File: src/rtl/clkdiv_pkg.sv
package clkdiv_pkg;

    localparam int unsigned CODE_W  = 3;
    localparam int unsigned MAX_DIV = 32;
    localparam int unsigned CNT_W   = $clog2(MAX_DIV);
    localparam int unsigned PRE_LO  = 2;
    localparam int unsigned PRE_HI  = 4;

    typedef logic [CNT_W-1:0] cnt_t;

    typedef enum logic [CODE_W-1:0] {
        CODE_D2  = 3'b000,
        CODE_D32 = 3'b001,
        CODE_D8  = 3'b010,
        CODE_D12 = 3'b011,
        CODE_D4  = 3'b100,
        CODE_D6  = 3'b101,
        CODE_D16 = 3'b110,
        CODE_BAD = 3'b111
    } ratio_code_e;

    typedef struct packed {
        logic legal;
        logic paired;
        cnt_t reload;
    } div_cfg_t;

    function automatic int unsigned code_ratio(input logic [CODE_W-1:0] code);
        case (ratio_code_e'(code))
            CODE_D2:  return 2;
            CODE_D32: return 32;
            CODE_D8:  return 8;
            CODE_D12: return 12;
            CODE_D4:  return 4;
            CODE_D6:  return 6;
            CODE_D16: return 16;
            default:  return 1;
        endcase
    endfunction

    function automatic logic code_legal(input logic [CODE_W-1:0] code, input logic pair);
        logic ok;
        ok = (ratio_code_e'(code) != CODE_BAD);
        if (pair && (ratio_code_e'(code) == CODE_D32 || ratio_code_e'(code) == CODE_D12))
            ok = 1'b0;
        return ok;
    endfunction

    function automatic div_cfg_t decode_cfg(input logic [CODE_W-1:0] code, input logic pair);
        div_cfg_t c;
        c.legal  = code_legal(code, pair);
        c.paired = c.legal & pair;
        c.reload = c.legal ? cnt_t'(code_ratio(code) - 1) : '0;
        return c;
    endfunction

    function automatic cnt_t pre_reload(input logic sel);
        return sel ? cnt_t'(PRE_HI - 1) : cnt_t'(PRE_LO - 1);
    endfunction

endpackage

File: src/rtl/clkdiv_decode.sv
module clkdiv_decode
    import clkdiv_pkg::*;
(
    input  logic [CODE_W-1:0] code,
    input  logic              pair,
    output div_cfg_t          cfg
);
    always_comb cfg = decode_cfg(code, pair);
endmodule

File: src/rtl/clkdiv_counter.sv
module clkdiv_counter #(
    parameter int unsigned WIDTH = 5
) (
    input  logic             clk,
    input  logic             rst,
    input  logic [WIDTH-1:0] load_val,
    output logic             tc
);
    logic [WIDTH-1:0] cnt_q;

    always_ff @(posedge clk) begin
        if (rst || cnt_q == '0)
            cnt_q <= load_val;
        else
            cnt_q <= cnt_q - 1'b1;
    end

    assign tc = (cnt_q == '0);

    p_count_down_r7: assert property (@(posedge clk) disable iff (rst)
        !tc |=> (cnt_q != $past(cnt_q)));
endmodule

File: src/rtl/clkdiv_pair_phase.sv
module clkdiv_pair_phase (
    input  logic clk,
    input  logic rst,
    input  logic tc,
    input  logic cur_legal,
    input  logic cur_paired,
    input  logic next_paired,
    output logic qb_pulse
);
    logic half_q;

    always_ff @(posedge clk) begin
        if (rst)
            half_q <= 1'b0;
        else if (tc)
            half_q <= next_paired & cur_paired & ~half_q;
    end

    assign qb_pulse = tc & cur_legal & (cur_paired ? half_q : 1'b1);

    p_half_clear_r9: assert property (@(posedge clk) disable iff (rst)
        (tc && !cur_paired) |=> !half_q);
endmodule

File: src/rtl/dual_ratio_divider.sv
module dual_ratio_divider
    import clkdiv_pkg::*;
(
    input  logic              clk,
    input  logic              rst,
    input  logic [CODE_W-1:0] na_code,
    input  logic              nb_pair,
    input  logic              pre_sel,
    output logic              qa_en,
    output logic              qb_en,
    output logic              ref_en,
    output logic              code_err
);
    div_cfg_t next_cfg;
    div_cfg_t cfg_q;
    logic     main_tc;
    logic     pre_tc;
    logic     qb_pulse;

    clkdiv_decode u_dec (
        .code (na_code),
        .pair (nb_pair),
        .cfg  (next_cfg)
    );

    clkdiv_counter #(.WIDTH(CNT_W)) u_main_cnt (
        .clk      (clk),
        .rst      (rst),
        .load_val (next_cfg.reload),
        .tc       (main_tc)
    );

    always_ff @(posedge clk) begin
        if (rst || main_tc)
            cfg_q <= next_cfg;
    end

    clkdiv_pair_phase u_phase (
        .clk         (clk),
        .rst         (rst),
        .tc          (main_tc),
        .cur_legal   (cfg_q.legal),
        .cur_paired  (cfg_q.paired),
        .next_paired (next_cfg.paired),
        .qb_pulse    (qb_pulse)
    );

    clkdiv_counter #(.WIDTH(CNT_W)) u_pre_cnt (
        .clk      (clk),
        .rst      (rst),
        .load_val (pre_reload(pre_sel)),
        .tc       (pre_tc)
    );

    assign qa_en    = main_tc & cfg_q.legal;
    assign qb_en    = qb_pulse;
    assign ref_en   = pre_tc;
    assign code_err = ~cfg_q.legal;

    p_err_quiet_r5: assert property (@(posedge clk) disable iff (rst)
        code_err |-> (!qa_en && !qb_en));
    p_qb_with_qa_r4: assert property (@(posedge clk) disable iff (rst)
        qb_en |-> qa_en);
    p_qa_single_r6: assert property (@(posedge clk) disable iff (rst)
        qa_en |=> !qa_en);
    p_ref_single_r8: assert property (@(posedge clk) disable iff (rst)
        ref_en |=> !ref_en);
    p_cfg_hold_r7: assert property (@(posedge clk) disable iff (rst)
        !main_tc |=> $stable(cfg_q));
endmodule

File: config.mk
export PLATFORM = sky130hd
export DESIGN_NAME = dual_ratio_divider
export DESIGN_NICKNAME = d
export VERILOG_FILES = /design/src/rtl/clkdiv_pkg.sv /design/src/rtl/clkdiv_decode.sv /design/src/rtl/clkdiv_counter.sv /design/src/rtl/clkdiv_pair_phase.sv /design/src/rtl/dual_ratio_divider.sv
export SDC_FILE = /design/constraint.sdc
export NUM_CORES = 1
export LEC_CHECK = 0
export ABC_AREA = 1
export BUFFER_PORTS_ARGS = -buffer_cell sky130_fd_sc_hd__buf_2
export CORE_AREA = 2 2 40 42
export DETAILED_ROUTE_END_ITERATION = 10
export DIE_AREA = 0 0 42 44
export PLACE_DENSITY = 0.75
export SLEW_MARGIN = 30
export SYNTH_ARGS = -nofsm -noshare
export SYNTH_HDL_FRONTEND = slang
export SYNTH_SLANG_ARGS = --single-unit
File: constraint.sdc
create_clock -name clk -period 3.1 [get_ports clk]
set_input_delay 0.775 -clock clk [delete_from_list [all_inputs] [get_ports clk]]
set_output_delay 0.775 -clock clk [all_outputs]
set_load 0.05 [all_outputs]
==> results of run 1 <==
[stage by stage]
step                instance area, um^2  setup slack [ps]  hold WS [ps]  utilization, %  total power (W)
CTS                                 843               830           415            59.4         0.000594
global placement                    817              1190           394            57.6         0.000483
floorplan                           747               551           381               -         0.000444
finish                              843               842           412            59.4         0.000587
global route                        843               648           437            59.4         0.000635
detailed placement                  817              1130           393            57.6         0.000490
[cells in the final DEF, fill, tap and decap left out, types with 3 or more instances in the layout]
cell type,instances
buf_2,10
inv_1,18
nand3_1,6
dfxtp_1,11
clkbuf_4,3
o21ai_1,3
nand2_2,3
a21oi_1,3
ha_1,6
nand2_1,19
nor2_1,6
[per-layer routing]
| layer | vias up | share of wire (%) | GRT usage [%] |
|---|---|---|---|
| li1 | 328 | - | - |
| met1 | 271 | 47 | 16.5 |
| met2 | 12 | 47 | 27.2 |
| met3 | 2 | 4.7 | 3.75 |
| met4 | 0 | 0.78 | 7.74 |
| met5 | - | 0 | 0 |
[synthesized netlist by cell type (all sizes together)]
library cell   n
a21oi          3
nand2         24
ha             6
dfxtp         11
xnor2          2
edfxtp         2
nor3           2
inv           21
nand3          7
nand4          2
o21ai          5
or2            2
mux2i          1
xor2           1
nor2           9
[path summary, 6_finish.rpt]
| check | startpoint | to | depth (start not counted) |
|---|---|---|---|
| worst max-delay path | u_main_cnt.cnt_q[0]$_DFF_P_ | qb_en | 5 |
| worst max register to register | u_main_cnt.cnt_q[0]$_DFF_P_ | u_main_cnt.cnt_q[3]$_DFF_P_ | 8 |
| worst min-delay path | u_pre_cnt.cnt_q[0]$_SDFF_PP1_ | u_pre_cnt.cnt_q[0]$_SDFF_PP1_ | 1 |
| worst min register to register | u_pre_cnt.cnt_q[0]$_SDFF_PP1_ | u_pre_cnt.cnt_q[0]$_SDFF_PP1_ | 1 |
[kinds of logic (layout without fill, tap and decap cells)]
| group | after synthesis | in the layout |
|---|---|---|
| buffers and inverters | 21 | 35 |
| AO/OA/AOI/OAI | 8 | 8 |
| adder cells (fa/ha/maj) | 6 | 6 |
| AND/OR/NAND/NOR | 46 | 46 |
| flip-flops | 13 | 13 |
| XOR/XNOR | 3 | 3 |
| multiplexers | 1 | 1 |
[state kept, by name (all words and copies together) (netlist names)]
signal and flops:
u_main_cnt.cnt_q 5, u_phase.half_q 1, u_pre_cnt.cnt_q 5, cfg_q 2
[cell type report]
| class | instances | area [um^2] | area share (%) |
|---|---|---|---|
| Clock buffer | 4 | 26.3 | 3.12 |
| Inverter | 21 | 81.3 | 9.64 |
| Multi-Input combinational cell | 64 | 385 | 45.7 |
| Sequential cell | 13 | 280 | 33.2 |
| Tap cell | 16 | 20.0 | 2.37 |
| Timing Repair Buffer | 10 | 50.0 | 5.93 |
[power groups by stage]
stage / Clock (W) / Sequential [W] / Combinational [W]
finish: 0.000102 / 0.000241 / 0.000244
global route: 0.000109 / 0.000247 / 0.000280
floorplan: 0 / 0.000241 / 0.000202
CTS: 0.000104 / 0.000242 / 0.000247
detailed placement: 0 / 0.000246 / 0.000244
global placement: 0 / 0.000245 / 0.000238
==> flow_summary.json, run 1 <==
{
  "outcome": "completed",
  "cp_max_fo": 5,
  "n_antenna_cell": 0,
  "synth.area.mux_share_pct": 1.34,
  "area_delta_synth_final_pct": 12.9,
  "slew_headroom_pct": 83.5,
  "numCtsBuffers": 3,
  "ant_nets": 0,
  "clkLatencyLatePin_ps": 270,
  "ys_ff_latch": 13,
  "die_w_um": 42,
  "slowest_delay_ps": 300,
  "synthCells": 98,
  "dieArea_um2": 1850,
  "path_clk_slew_ps": 80,
  "portBuffers": 10,
  "pin_count": 11,
  "crit_chain": "inv_1 -> ha_1 -> nand3_2 -> nor3_1 -> buf_2",
  "critical_path_arrival_ps": 1480,
  "cts_resized": 0,
  "synth_area_leaders": "dfxtp_1 (29%), ha_1 (10%), nand2_1 (9.5%), inv_1 (9.0%), edfxtp_1 (8.0%)",
  "slew_violations": 0,
  "crit_family": "buffers and inverters",
  "dr.pass1.iters": 4,
  "synth-compound-area-share_pct": 5.36,
  "die_h_um": 44,
  "critPathSlowestCell": "dfxtp_1",
  "syn-num-nets": 111,
  "wl_per_cell_um": 9.07,
  "grt_max_degree": 8,
  "start_util_pct": 52.6,
  "drtIter0Drc": 6,
  "final-setup-viol-count": 0,
  "fin_tns_setup_ps": 0,
  "rrSetupSlack_ps": 1880,
  "pwr_density_cell_nw_per_um2": 696,
  "drt_wl_total_mm": 1.16,
  "crit_type": "reg2out",
  "cts_setup_buffers": 0,
  "yosysUniqueCellTypes": 24,
  "worstPathBufferInverterCount": 2,
  "grt_pass1_wl_mm": 2.11,
  "fin_crit_ps": 2260,
  "seq_area_frac_synth_pct": 37.5,
  "synth-simple-area-share_pct": 31.3,
  "synth_top_family_by_area": "simple AND/OR/NAND/NOR gates",
  "grt_use_total_pct": 15.1,
  "coreArea_um2": 1420,
  "placed_cells": 124,
  "drc": 0,
  "yosys.area_share.adder_pct": 10.1,
  "syn_avg_cell_area_um2": 7.62,
  "timing.fmax_mhz": 443,
  "clockPowerShare_pct": 17.3,
  "worst_pin_slew_ps": 250,
  "synth_area_um2": 747,
  "rsz0062_at_grt": "no",
  "ir_drop_v": 0.000299,
  "dr_total_vias": 613,
  "layout.cells.non_filler": 128,
  "cts.sinks": 13,
  "viasPerCell": 4.79,
  "routabilityCongestion": 0.881,
  "p_sw_w": 0.000231,
  "hold_class": "reg2reg",
  "sw_frac_of_total_pct": 39.3,
  "cts.path.max_buffers": 2,
  "cts_tree": "built",
  "pwr-share-comb_pct": 41.6,
  "yosysTopAreaCellShare_pct": 29.5,
  "std_cell_rows": 14,
  "cts.root.buffer_cell": "clkbuf_4",
  "fin_skew_ps": 1.01,
  "layout-drive-gt1-share_pct": 23.2,
  "htree_levels": 1,
  "antenna_found_initial": 0,
  "yosysTopAreaCell": "dfxtp_1",
  "n_fill_cell": 134,
  "postCtsHoldBufs": 0,
  "hpwl_um": 950,
  "grt.overflow.total": 0,
  "final_nets": 126,
  "cap_viol_max_count": 0,
  "critical_path_required_ps": 2320,
  "start_kind": "flop",
  "seqPwrFrac_pct": 41.1,
  "synth_xor_area_share_pct": 3.52,
  "finalCritPeriodShare_pct": 72.8,
  "final-hold-violation-count": 0,
  "intPower_w": 0.000356,
  "grt_pass1_vias": 555,
  "ys_warn_count": 0,
  "p_leak_nw": 0.459,
  "cp-end-kind": "output port"
}
No activity file was read; power rests on OpenSTA's default activity.
==> run 2: changes to the inputs <==
Settings changed: ABC_AREA 1 to 0, CORE_AREA 2 2 40 42 to 2 2 42 44, DIE_AREA 0 0 42 44 to 0 0 44 46, PLACE_DENSITY 0.75 to 0.7.
Clock period 3.1 ns to 1.9 ns, I/O delays scaled along.
==> flow_summary.json, run 2 <==
{
  "htree_levels": 1,
  "postCtsHoldBufs": 0,
  "grt_max_degree": 10,
  "cts_tree": "built",
  "synth_area_um2": 729,
  "timing.fmax_mhz": 539,
  "slowest_delay_ps": 340,
  "hold_slack_ps": 379,
  "hold_class": "in2reg",
  "slew_headroom_pct": 79.9,
  "r2r-start": "u_pre_cnt.cnt_q[0]$_SDFF_PP1_",
  "start_util_pct": 45.2,
  "drc": 0,
  "clockPowerShare_pct": 17.2,
  "r2r-end": "u_pre_cnt.cnt_q[1]$_DFF_P_",
  "async_reset_ff_share_pct": 0,
  "finalCritPeriodShare_pct": 97.6,
  "syn_avg_cell_area_um2": 9.47,
  "antenna_found_initial": 0,
  "final_nets": 105,
  "rsz0062_at_grt": "yes",
  "cp-end-kind": "output port",
  "sw_frac_of_total_pct": 38.1,
  "pwr-share-comb_pct": 40.9,
  "synthCells": 77,
  "synth_commonest_cells": "dfxtp_1 (11), inv_1 (8), nor2_1 (7)",
  "pin_count": 11,
  "outcome": "completed",
  "multi_input_area_um2": 459,
  "p_total_w": 0.00101,
  "drt_wl_total_mm": 1.26,
  "cts.path.max_buffers": 2,
  "p_sw_w": 0.000385,
  "seq_area_frac_synth_pct": 38.4,
  "dr.pass1.iters": 3,
  "dieArea_um2": 2020,
  "hold_end": "u_pre_cnt.cnt_q[1]$_DFF_P_",
  "dr_total_vias": 565,
  "numCtsBuffers": 3,
  "most-common-layout-cells": "dfxtp_1 (9), buf_2 (8), nor2_1 (7), inv_1 (6), o21ai_0 (5)",
  "synthFlopType": "dfxtp_1",
  "rrSetupSlack_ps": 610,
  "area_delta_synth_final_pct": 22.3,
  "fin_crit_ps": 1860,
  "crit_family": "flip-flops",
  "grt_pass1_wl_mm": 2.15,
  "cap_viol_max_count": 0,
  "cts.root.buffer_cell": "clkbuf_4",
  "hpwl_um": 955,
  "pwr_density_cell_nw_per_um2": 1130,
  "seq_area_um2": 283,
  "min_path_cells": 3,
  "p_leak_nw": 0.385,
  "start_kind": "flop",
  "syn-num-nets": 90,
  "seqPwrFrac_pct": 41.9,
  "portBuffers": 10,
  "final-setup-viol-count": 0,
  "fin_tns_setup_ps": 0,
  "ys_ff_latch": 13,
  "clkLatencyLatePin_ps": 280,
  "final-hold-violation-count": 0,
  "critical_path_required_ps": 1420,
  "die_h_um": 46,
  "path_clk_slew_ps": 90,
  "crit_type": "reg2out",
  "yosysTopAreaCell": "dfxtp_1",
  "intPower_w": 0.000624,
  "synth_area_leaders": "dfxtp_1 (30%), ha_1 (10%), edfxtp_1 (8.2%), inv_1 (4.1%), nor2_1 (3.6%)",
  "viasPerCell": 5.23,
  "drtIter0Drc": 5,
  "synth-edff-count": 2,
  "final_common_cell": "dfxtp_1",
  "std_cell_rows": 15,
  "n_fill_cell": 158,
  "grt.overflow.total": 0,
  "worstHoldStart": "pre_sel",
  "grt_pass1_vias": 502,
  "n_antenna_cell": 0,
  "critical_path_arrival_ps": 1380,
  "layout-drive-gt1-share_pct": 36.3,
  "ir_drop_v": 0.000363,
  "reg2reg_depth": 6,
  "slew_violations": 0,
  "cp_max_fo": 3,
  "worst_pin_slew_ps": 300,
  "cts.sinks": 13,
  "routabilityCongestion": 0.740,
  "worstPathBufferInverterCount": 2,
  "ys_warn_count": 0,
  "yosysTopAreaCellShare_pct": 30.2,
  "critPathSlowestCell": "dfxtp_2",
  "top_regs": "u_main_cnt.cnt_q x5, u_pre_cnt.cnt_q x5, cfg_q x2",
  "grt_use_total_pct": 15.6,
  "fin_skew_ps": 11.7,
  "crit_chain": "inv_2 -> ha_4 -> nand2_2 -> nor3_4 -> a21boi_4 -> buf_6",
  "ant_nets": 0,
  "synth.most_common_cell": "dfxtp_1",
  "wl_per_cell_um": 11.6,
  "finish.utilization_pct": 55.3,
  "yosysUniqueCellTypes": 33,
  "die_w_um": 44,
  "cts_setup_buffers": 0,
  "coreArea_um2": 1610
}
==> run 2: changes by cell type after synthesis, sizes merged, moves of 2 or more <==
cell   delta
nand2    -20
nor4b     +2
nand3     -5
inv      -13
==> run 2: worst register-to-register path: cells and delay by family, from the launching register on <==
family / cells / cell delay (ps)
buf+inv: 1 / 60
simple gates: 3 / 520
fa+ha+maj: 1 / 200
flops: 1 / 350
compound gates: 1 / 60
==> run 2: per-layer routing <==
metal	vias to the layer above	part of all wire, %	track usage (%)
li1	295	-	-
met1	253	46	18.9
met2	12	46	23.5
met3	5	2.9	2.38
met4	0	4.1	14.5
met5	-	0	0
==> run 2: area by class of cell <==
cell class              count  share of cell area (%)
multi-input cells          55                    51.5
clock buffers               3                    2.52
well taps                  17                    2.38
clock inverters             1                   0.561
flip-flops and latches     13                    31.7
inverters                   9                    4.35
repair buffers             10                    7.01
==> run 2: worst max path at each step <==
stage,startpoint,endpoint,slack [ps],depth (start not counted)
after floorplan,cfg_q[6]$_DFFE_PN_,qb_en,-120,3
after global placement,u_main_cnt.cnt_q[1]$_DFF_P_,qb_en,240,6
after detailed placement,u_main_cnt.cnt_q[1]$_DFF_P_,qb_en,200,6
after CTS,u_main_cnt.cnt_q[0]$_DFF_P_,qb_en,30,6
after global routing,u_main_cnt.cnt_q[0]$_DFF_P_,qb_en,-50,6
final,u_main_cnt.cnt_q[0]$_DFF_P_,qb_en,40,6
==> run 2: power groups by stage <==
| stage | Clock [W] | Combinational (W) | Sequential [W] |
|---|---|---|---|
| after global routing | 0.000191 | 0.000461 | 0.000431 |
| after global placement | 0 | 0.000394 | 0.000424 |
| after CTS | 0.000179 | 0.000412 | 0.000420 |
| after floorplan | 0 | 0.000341 | 0.000414 |
| final | 0.000174 | 0.000413 | 0.000423 |
| after detailed placement | 0 | 0.000405 | 0.000424 |
==> run 2: cell families (layout without fill, tap and decap cells) <==
family | count (synthesis) | in the layout | synth area share (%)
flops | 13 | 13 | 38.4
simple gates | 28 | 28 | 24.7
xor+xnor | 5 | 5 | 6.00
compound gates | 15 | 15 | 13.7
mux | 1 | 1 | 1.54
fa+ha+maj | 6 | 6 | 10.3
buf+inv | 9 | 23 | 5.32
==> run 2: stage by stage <==
| step | instances | setup WS, ps | instance area, um^2 |
|---|---|---|---|
| finish | 108 | 44.7 | 892 |
| global route | 108 | -45.0 | 892 |
| CTS | 108 | 31.1 | 885 |
| detailed placement | 104 | 197 | 847 |
| global placement | 104 | 242 | 847 |
| floorplan | 77 | -117 | 776 |
==> run 2: what timing repair did <==
action / in CTS / in global routing
gates resized for setup: 4 / 3
pin swaps: 1 / 0
endpoints found under the setup margin: 2 / 2
==> run 3: changes to the inputs <==
Settings changed: CELL_PAD_IN_SITES_DETAIL_PLACEMENT set to 1, CELL_PAD_IN_SITES_GLOBAL_PLACEMENT set to 2, CORE_AREA 2 2 42 44 to 2 2 49 60, DIE_AREA 0 0 44 46 to 0 0 51 62, HOLD_SLACK_MARGIN set to 0.06, PLACE_DENSITY 0.7 to 0.68.
==> flow_summary.json, run 3 (synthesized netlist as in run 2, its figures left out) <==
{
  "outcome": "completed",
  "crit_family": "flip-flops",
  "numCtsBuffers": 3,
  "cts_tree": "built",
  "final_nets": 106,
  "drtIter0Drc": 11,
  "die_h_um": 62,
  "final-setup-viol-count": 0,
  "rsz0062_at_grt": "yes",
  "dr.pass1.iters": 4,
  "htree_levels": 1,
  "n_fill_cell": 314,
  "routabilityCongestion": 0.732,
  "slew_violations": 0,
  "viasPerCell": 4.68,
  "start_util_pct": 27.5,
  "area_delta_synth_final_pct": 29.0,
  "worst_pin_slew_ps": 299,
  "p_leak_nw": 0.400,
  "drt_wl_total_mm": 1.41,
  "dr_total_vias": 590,
  "pwr_density_cell_nw_per_um2": 1120,
  "slew_headroom_pct": 80.0,
  "timing.fmax_mhz": 535,
  "worstPathBufferInverterCount": 2,
  "die_w_um": 51,
  "coreArea_um2": 2650,
  "fin_crit_ps": 1870,
  "cp_max_fo": 3,
  "top_regs": "u_main_cnt.cnt_q x5, u_pre_cnt.cnt_q x5, cfg_q x2",
  "hpwl_mm": 1.15,
  "most-common-layout-cells": "buf_2 (8), dfxtp_1 (7), inv_1 (6), nor2_1 (6), o21ai_0 (5)",
  "layout-drive-gt1-share_pct": 40.2,
  "wl_met1_um": 608,
  "start_kind": "flop",
  "critical_path_arrival_ps": 1390,
  "clkLatencyLatePin_ps": 270,
  "finish.utilization_pct": 35.5,
  "cts.sinks": 13,
  "grt_pass1_wl_mm": 2.40,
  "crit_type": "reg2out",
  "grt_pass1_vias": 556,
  "cts.root.buffer_cell": "clkbuf_4",
  "dieArea_um2": 3160,
  "hold_class": "in2reg",
  "grt.overflow.total": 0,
  "drc": 0,
  "critPathSlowestCell": "dfxtp_2",
  "n_antenna_cell": 0,
  "ant_nets": 0,
  "final_common_cell": "buf_2",
  "std_cell_rows": 21,
  "final-hold-violation-count": 0,
  "grt_max_degree": 10,
  "pin_count": 11,
  "wl_met2_um": 729,
  "cts.path.max_buffers": 2,
  "cp-end-kind": "output port",
  "top_layer_used": "met4",
  "slowest_delay_ps": 330,
  "finalCritPeriodShare_pct": 98.4,
  "ir_drop_v": 0.000334,
  "grt_use_total_pct": 10.6,
  "portBuffers": 10,
  "fin_skew_ps": 6.78,
  "antenna_found_initial": 0,
  "crit_chain": "inv_2 -> ha_4 -> nand2_4 -> nor3_4 -> a21boi_4 -> buf_6",
  "path_clk_slew_ps": 80,
  "met3WireLength_um": 45,
  "cap_viol_max_count": 0,
  "wl_per_cell_um": 11.2,
  "p_total_w": 0.00105,
  "critical_path_required_ps": 1420
}
==> run 3: changes by cell type in the layout (fill, tap and decap cells not counted), sizes merged <==
| cell | before | now |
|---|---|---|
| buf | 10 | 11 |
==> run 3: cell type report <==
| cell class | count | area (um^2) | area share (%) |
|---|---|---|---|
| Multi-Input combinational cell | 55 | 477 | 50.7 |
| Sequential cell | 13 | 285 | 30.3 |
| Timing Repair Buffer | 11 | 70.1 | 7.45 |
| Tap cell | 34 | 42.5 | 4.52 |
| Inverter | 9 | 38.8 | 4.12 |
| Clock buffer | 3 | 22.5 | 2.39 |
| Clock inverter | 1 | 5.00 | 0.532 |
==> run 3: stage by stage <==
step / setup slack [ps] / hold slack (ps) / cell area, um^2 / instances / TNS [ps]
final: 30.7 / 413 / 941 / 126 / 0
after global routing: -67.1 / 415 / 941 / 126 / -67.1
after CTS: 2.95 / 415 / 925 / 126 / 0
after detailed placement: 184 / 469 / 868 / 121 / 0
after global placement: 238 / 475 / 868 / 121 / 0
after floorplan: -117 / 444 / 776 / 77 / -117
==> run 3: worst paths after layout <==
kind                                  from                       endpoint  slack (ps)  cells after the start
max            u_main_cnt.cnt_q[1]$_DFF_P_                          qb_en          30                      6
min                                pre_sel     u_pre_cnt.cnt_q[1]$_DFF_P_         410                      3
max reg2reg  u_pre_cnt.cnt_q[0]$_SDFF_PP1_     u_pre_cnt.cnt_q[1]$_DFF_P_         580                      6
min reg2reg  u_pre_cnt.cnt_q[4]$_SDFF_PP0_  u_pre_cnt.cnt_q[4]$_SDFF_PP0_         490                      2
==> run 3: per-layer routing <==
layer	vias to the layer above	track usage, %
li1	295	-
met1	284	11.5
met2	9	18.4
met3	2	2.15
met4	0	8.11
met5	-	0
==> run 3: repair_timing <==
action	CTS	global route
resized for setup	9	3
hold buffers	0	0
setup endpoints to repair	2	2
buffers inserted	1	0
pin swaps	1	1
==> run 3: power breakdown <==
group	internal, W	leakage (nW)	switching [W]
sequential	0.000356	0.111	0.0000762
combinational	0.000214	0.271	0.000237
clock	0.0000778	0.0177	0.0000886
==> run 3: worst min-delay path, delay by kind of cell <==
family	cells	cell delay [ps]
AO/OA/AOI/OAI	1	70
buffers and inverters	1	70
AND/OR/NAND/NOR	1	40
